`src/rtl/freq_ld_pkg.sv`:
```
package freq_ld_pkg;

  localparam int DEF_BYTE_W    = 8;
  localparam int DEF_LANES     = 4;
  localparam int DEF_LOAD_LAT  = 34;
  localparam int DEF_RESET_LAT = 35;
  localparam int DEF_SYNC_FF   = 2;

  // bits needed to hold the larger of two countdown start values
  function automatic int count_width(input int a, input int b);
    int m;
    m = (a > b) ? a : b;
    return $clog2(m + 1);
  endfunction

endpackage

```
`src/rtl/strobe_sync.sv`:
```
module strobe_sync #(
  parameter int STAGES = 2,
  parameter bit IDLE   = 1'b1,
  parameter bit RISE   = 1'b1
) (
  input  logic clk,
  input  logic rst_n,
  input  logic async_in,
  output logic evt
);

  logic [STAGES-1:0] chain_q, chain_d;
  logic              prev_q, prev_d;

  always_comb begin
    chain_d = {chain_q[STAGES-2:0], async_in};
    prev_d  = chain_q[STAGES-1];
  end

  always_ff @(posedge clk or negedge rst_n) begin
    if (!rst_n) begin
      chain_q <= {STAGES{IDLE}};
      prev_q  <= IDLE;
    end else begin
      chain_q <= chain_d;
      prev_q  <= prev_d;
    end
  end

  generate
    if (RISE) begin : g_rise
      assign evt = chain_q[STAGES-1] & ~prev_q;
    end else begin : g_fall
      assign evt = ~chain_q[STAGES-1] & prev_q;
    end
  endgenerate

  // an edge event can never repeat on the following cycle
  p_single_evt_r2: assert property (@(posedge clk) disable iff (!rst_n)
    evt |=> !evt);

endmodule

```
`src/rtl/lane_stager.sv`:
```
module lane_stager #(
  parameter int BYTE_W = 8,
  parameter int LANES  = 4,
  localparam int AW    = $clog2(LANES),
  localparam int WORD_W = BYTE_W * LANES
) (
  input  logic              clk,
  input  logic              rst_n,
  input  logic              wr_evt,
  input  logic [AW-1:0]     lane_idx,
  input  logic [BYTE_W-1:0] din,
  input  logic              commit,
  output logic [WORD_W-1:0] word
);

  logic [BYTE_W-1:0] stage_q [LANES];
  logic [LANES-1:0]  lane_we;
  logic [WORD_W-1:0] staged;
  logic [WORD_W-1:0] act_q;

  generate
    for (genvar i = 0; i < LANES; i++) begin : g_lane
      always_comb lane_we[i] = wr_evt && (lane_idx == AW'(i));

      always_ff @(posedge clk) begin
        if (lane_we[i]) stage_q[i] <= din;
      end

      assign staged[i*BYTE_W +: BYTE_W] = stage_q[i];

      // a write to another lane leaves this lane alone
      p_lane_guard_r1: assert property (@(posedge clk) disable iff (!rst_n)
        (wr_evt && lane_idx != AW'(i)) |=> $stable(stage_q[i]));
    end
  endgenerate

  always_ff @(posedge clk) begin
    if (commit) act_q <= staged;
  end

  assign word = act_q;

  p_hold_r4: assert property (@(posedge clk) disable iff (!rst_n)
    !commit |=> $stable(word));

  p_copy_r9: assert property (@(posedge clk) disable iff (!rst_n)
    commit |=> word == $past(staged));

endmodule

```
`src/rtl/sync_timer.sv`:
```
module sync_timer #(
  parameter int LOAD_LAT  = 34,
  parameter int RESET_LAT = 35,
  localparam int CW = freq_ld_pkg::count_width(LOAD_LAT, RESET_LAT)
) (
  input  logic clk,
  input  logic rst_n,
  input  logic load_evt,
  output logic sync_n
);

  logic [CW-1:0] cnt_q, cnt_d;
  logic          sync_q, sync_d;
  logic          expiring;

  always_comb begin
    expiring = (cnt_q == CW'(1));
    sync_d   = !(expiring && !load_evt);
    if (load_evt)
      cnt_d = CW'(LOAD_LAT);
    else if (cnt_q != '0)
      cnt_d = cnt_q - CW'(1);
    else
      cnt_d = cnt_q;
  end

  always_ff @(posedge clk or negedge rst_n) begin
    if (!rst_n) begin
      cnt_q  <= CW'(RESET_LAT);
      sync_q <= 1'b1;
    end else begin
      cnt_q  <= cnt_d;
      sync_q <= sync_d;
    end
  end

  assign sync_n = sync_q;

  p_pulse_width_r6: assert property (@(posedge clk) disable iff (!rst_n)
    !sync_n |=> sync_n);

  p_restart_quiet_r8: assert property (@(posedge clk) disable iff (!rst_n)
    load_evt |=> sync_n);

  p_idle_high_r6: assert property (@(posedge clk) disable iff (!rst_n)
    (cnt_q == '0) |=> sync_n);

endmodule

```
`src/rtl/freq_word_loader.sv`:
```
module freq_word_loader #(
  parameter int BYTE_W    = freq_ld_pkg::DEF_BYTE_W,
  parameter int LANES     = freq_ld_pkg::DEF_LANES,
  parameter int LOAD_LAT  = freq_ld_pkg::DEF_LOAD_LAT,
  parameter int RESET_LAT = freq_ld_pkg::DEF_RESET_LAT,
  parameter int SYNC_FF   = freq_ld_pkg::DEF_SYNC_FF,
  localparam int AW       = $clog2(LANES),
  localparam int WORD_W   = BYTE_W * LANES
) (
  input  logic              clk,
  input  logic              rst_n,
  input  logic              wr_n,
  input  logic [AW-1:0]     lane_sel,
  input  logic [BYTE_W-1:0] bus_data,
  input  logic              ld_strobe,
  output logic [WORD_W-1:0] incr_word,
  output logic              sync_n
);

  logic          wr_evt;
  logic          ld_evt;
  logic [AW-1:0] lane_idx;

  // lane index is the bit-reversed complement of the bus address
  generate
    for (genvar b = 0; b < AW; b++) begin : g_dec
      assign lane_idx[b] = ~lane_sel[AW-1-b];
    end
  endgenerate

  strobe_sync #(.STAGES(SYNC_FF), .IDLE(1'b1), .RISE(1'b0)) u_wr_sync (
    .clk      (clk),
    .rst_n    (rst_n),
    .async_in (wr_n),
    .evt      (wr_evt)
  );

  strobe_sync #(.STAGES(SYNC_FF), .IDLE(1'b1), .RISE(1'b1)) u_ld_sync (
    .clk      (clk),
    .rst_n    (rst_n),
    .async_in (ld_strobe),
    .evt      (ld_evt)
  );

  lane_stager #(.BYTE_W(BYTE_W), .LANES(LANES)) u_stager (
    .clk      (clk),
    .rst_n    (rst_n),
    .wr_evt   (wr_evt),
    .lane_idx (lane_idx),
    .din      (bus_data),
    .commit   (ld_evt),
    .word     (incr_word)
  );

  sync_timer #(.LOAD_LAT(LOAD_LAT), .RESET_LAT(RESET_LAT)) u_timer (
    .clk      (clk),
    .rst_n    (rst_n),
    .load_evt (ld_evt),
    .sync_n   (sync_n)
  );

  // a pulse and a commit never share a cycle boundary
  p_commit_no_pulse_r8: assert property (@(posedge clk) disable iff (!rst_n)
    ld_evt |=> sync_n);

endmodule

```
`config.mk`:
```
export PLATFORM = sky130hd
export DESIGN_NAME = freq_word_loader
export DESIGN_NICKNAME = d
export VERILOG_FILES = /design/src/rtl/freq_ld_pkg.sv /design/src/rtl/strobe_sync.sv /design/src/rtl/lane_stager.sv /design/src/rtl/sync_timer.sv /design/src/rtl/freq_word_loader.sv
export SDC_FILE = /design/constraint.sdc
export NUM_CORES = 1
export LEC_CHECK = 0
export CORE_MARGIN = 3
export CORE_UTILIZATION = 50
export CTS_BUF_LIST = sky130_fd_sc_hd__clkbuf_8
export CTS_CLUSTER_DIAMETER = 40
export DETAILED_ROUTE_END_ITERATION = 7
export GPL_TIMING_DRIVEN = 0
export MAX_ROUTING_LAYER = met4
export PLACE_DENSITY = 0.88
export SYNTH_ARGS = -nofsm -noshare
export SYNTH_HDL_FRONTEND = slang
export SYNTH_SLANG_ARGS = --single-unit
export TNS_END_PERCENT = 20
```
`constraint.sdc`:
```
create_clock -name clk -period 4.2 [get_ports clk]
set_input_delay 0.84 -clock clk [delete_from_list [all_inputs] [get_ports clk]]
set_output_delay 0.84 -clock clk [all_outputs]
set_load 0.005 [all_outputs]
```
==> out/summary.txt <==
status = complete, no violations
I/O pin cnt = 47
Net Switching = 0.358 mW
Seq pwr share = 58.1%
gp weighted congestion = 0.715
Port Buffers = 46
Worst Path Max Fanout = 1
Synth warnings = 0
Internal = 1.23 mW
Unique masters post-synth = 23
Mapped Cells = 118
register area share after synthesis = 90.0%
Seq cells post-synth = 77
Post-CTS Setup Bufs = 0
FILL cells = 297
ANT cells = 0
max-slew violations = 0
FF-to-FF Start = u_ld_sync.chain_q[1]
mean routed wirelength per cell = 15.4 um
Worst Skew = 0.00713 ns
R2R Path End = u_stager.word[4]
vias in the first global route = 1,216
final worst-path cycle share = 52.0%
layout cells sized above 1 = 15.1%
crit start category = register
DRC = 0
pre-CTS WS = 1.23 ns
htree depth = 3
Remaining Overflow, GRT = 0
placed cells = 231
Slew @ Worst Pin = 1.25 ns
Max Cap Viol = 0
Fin. Hold Viols = 0
Worst VDD drop = 0.000238 V
worst skew pair latency = 0.33 ns
worst hold path class = register to register
cells along the critical path = clkdlybuf4s50_1
root buffer cell = clkbuf_8
Comb pwr share = 10.4%
worst relative slew slack = 16.7%
Crit-path slowest cell = dfstp_2
ANT nets after route = 0
Starting Density = 52.4%
HPWL after DPL = 2.61 mm
crit path to = sync_n
Post-synth ARST share = 16.9%
Die Wd = 76.9 um
CP peak stage delay = 0.52 ns
num rows = 25
Die Ht = 76.9 um
clock-pin slew on the worst setup and hold paths = 0.07 ns
first-pass GRT wire length = 6.20 mm
antenna violations before repair = 0
TNS Setup = 0 ns
CP Class = register to primary output
Clock Sinks = 77
Final #Nets = 192
Post-Syn Area per Cell = 21.3 sq um
final design utilization = 67.7%
Pwr Total = 1.59 mW
1st-iter DRT viols = 112
Max Clk Rate = 458 MHz
PnR worst setup slack = 2.02 ns
sw frac = 22.5%
minimum clock period = 2.18 ns
Worst setup EP type = primary output
largest net degree at the start of global routing = 37
TritonCTS clock tree = built
Syn Nets = 135
worst-case reg-to-reg path depth = 2
Post-synth top cells = edfxtp_1, dfstp_2, inv_1
CORE AREA = 4790 sq um
Synth top area share = 76.6%
Final setup violation count = 0
signal arrival time at the worst endpoint = 1.34 ns
most common cell in the netlist = edfxtp_1
Leak = 1.13 nW
RSZ-0062 raised after global routing = false
total track usage = 14.7%
Cell Area, Synth = 2510 sq um
Most used DFF post-synth = edfxtp_1
worst reg2reg setup slack = 2.23 ns
Finished Layout Cells = 246
crit path buf inv count = 1
top post-synthesis cells by area = edfxtp_1, dfstp_2, dfrtp_1
Max Root-Sink Buffers = 2
Clock power frac = 31.5%
CP top delay family = flip-flops
Vias = 1,200
area grow syn2layout = 29.1%
EDFF count, synth = 64
CTS Buf Count = 9
total power divided by cell area = 491 nW/um^2
cell taking the most area after synthesis = edfxtp_1
Post-CTS Resized = 0
Hold Buf Count CTS = 0
DRT Pass-1 Iters = 4
CP Depth = 1
Worst Path Required = 3.36 ns
final WL = 3.80 mm
vias per cell = 4.88
die area = 5910 sq um
Crit. Startpoint = u_timer.sync_n
[sequential cells by signal (all words and copies together) (netlist names)]
signal	count
u_stager.word	7
u_ld_sync.prev_q	1
u_ld_sync.chain_q	2
incr_word	25
u_wr_sync.prev_q	1
u_timer.cnt_q	6
u_stager.stage_q	32
u_wr_sync.chain_q	2
u_timer.sync_n	1
[worst min path at each step]
stage	slack (ns)	start	cells after the start	to
after global placement	0.35	u_ld_sync.chain_q[0]	0	u_ld_sync.chain_q[1]
after floorplan	0.35	u_ld_sync.chain_q[0]	0	u_ld_sync.chain_q[1]
after CTS	0.36	u_ld_sync.chain_q[0]	0	u_ld_sync.chain_q[1]
after detailed placement	0.35	u_ld_sync.chain_q[0]	0	u_ld_sync.chain_q[1]
after global routing	0.36	u_wr_sync.chain_q[0]	0	u_wr_sync.chain_q[1]
final	0.36	u_ld_sync.chain_q[0]	0	u_ld_sync.chain_q[1]
[cells in the final DEF, fill, tap and decap left out, types with 2 or more instances in the layout]
master           netlist  final
and3_1                 2      2
or3_1                  3      3
a21oi_1                4      4
nand2_1                4      4
nor2_1                 4      4
dfstp_2               10     10
clkbuf_8               0      9
edfxtp_1              64     64
inv_1                  5      6
nand3_1                3      3
ha_1                   3      3
dfrtp_1                3      3
clkinv_2               0      3
clkdlybuf4s50_1        0     46
[logic make-up (layout without fill, tap and decap cells)]
kind of cell / after synthesis / count (layout) / synth area share [%]
buffers and inverters: 5 / 66 / 0.748
flip-flops: 77 / 77 / 90.0
AO/OA/AOI/OAI: 8 / 8 / 2.14
AND/OR/NAND/NOR: 25 / 25 / 5.58
adder cells (fa/ha/maj): 3 / 3 / 1.50
[area by class of cell]
type                            count  area [sq um]  area share (%)
Sequential cell                    77          2260            69.8
Timing Repair Buffer               46           460            14.2
Multi-Input combinational cell     36           236            7.30
Clock buffer                        9           124            3.82
Tap cell                           67          83.8            2.59
Clock inverter                      6          56.3            1.74
Inverter                            5          18.8           0.579
[power by group through the flow]
stage / clock network, mW / registers (mW) / logic [mW]
6_report: 0.500 / 0.924 / 0.166
5_1_grt: 0.543 / 0.929 / 0.188
4_1_cts: 0.517 / 0.923 / 0.166
3_5_place_dp: 0 / 0.939 / 0.165
3_3_place_gp: 0 / 0.932 / 0.147
2_1_floorplan: 0 / 0.930 / 0.0981
[layer usage]
layer | wire, um | share of wire (%) | global-route usage (%)
met4 | 76 | 2.0 | 9.42
met2 | 1890 | 50 | 22.8
met5 | 0 | 0 | -
met3 | 240 | 6.3 | 5.05
met1 | 1590 | 42 | 16.3
[stage by stage]
step           cell area (sq um)  hold slack (ns)
4_1_cts                     3230            0.362
5_1_grt                     3240            0.363
3_5_place_dp                3050            0.351
6_report                    3240            0.360
2_1_floorplan               2510            0.345
3_3_place_gp                3050            0.346
(Power assumes the default switching activity.)
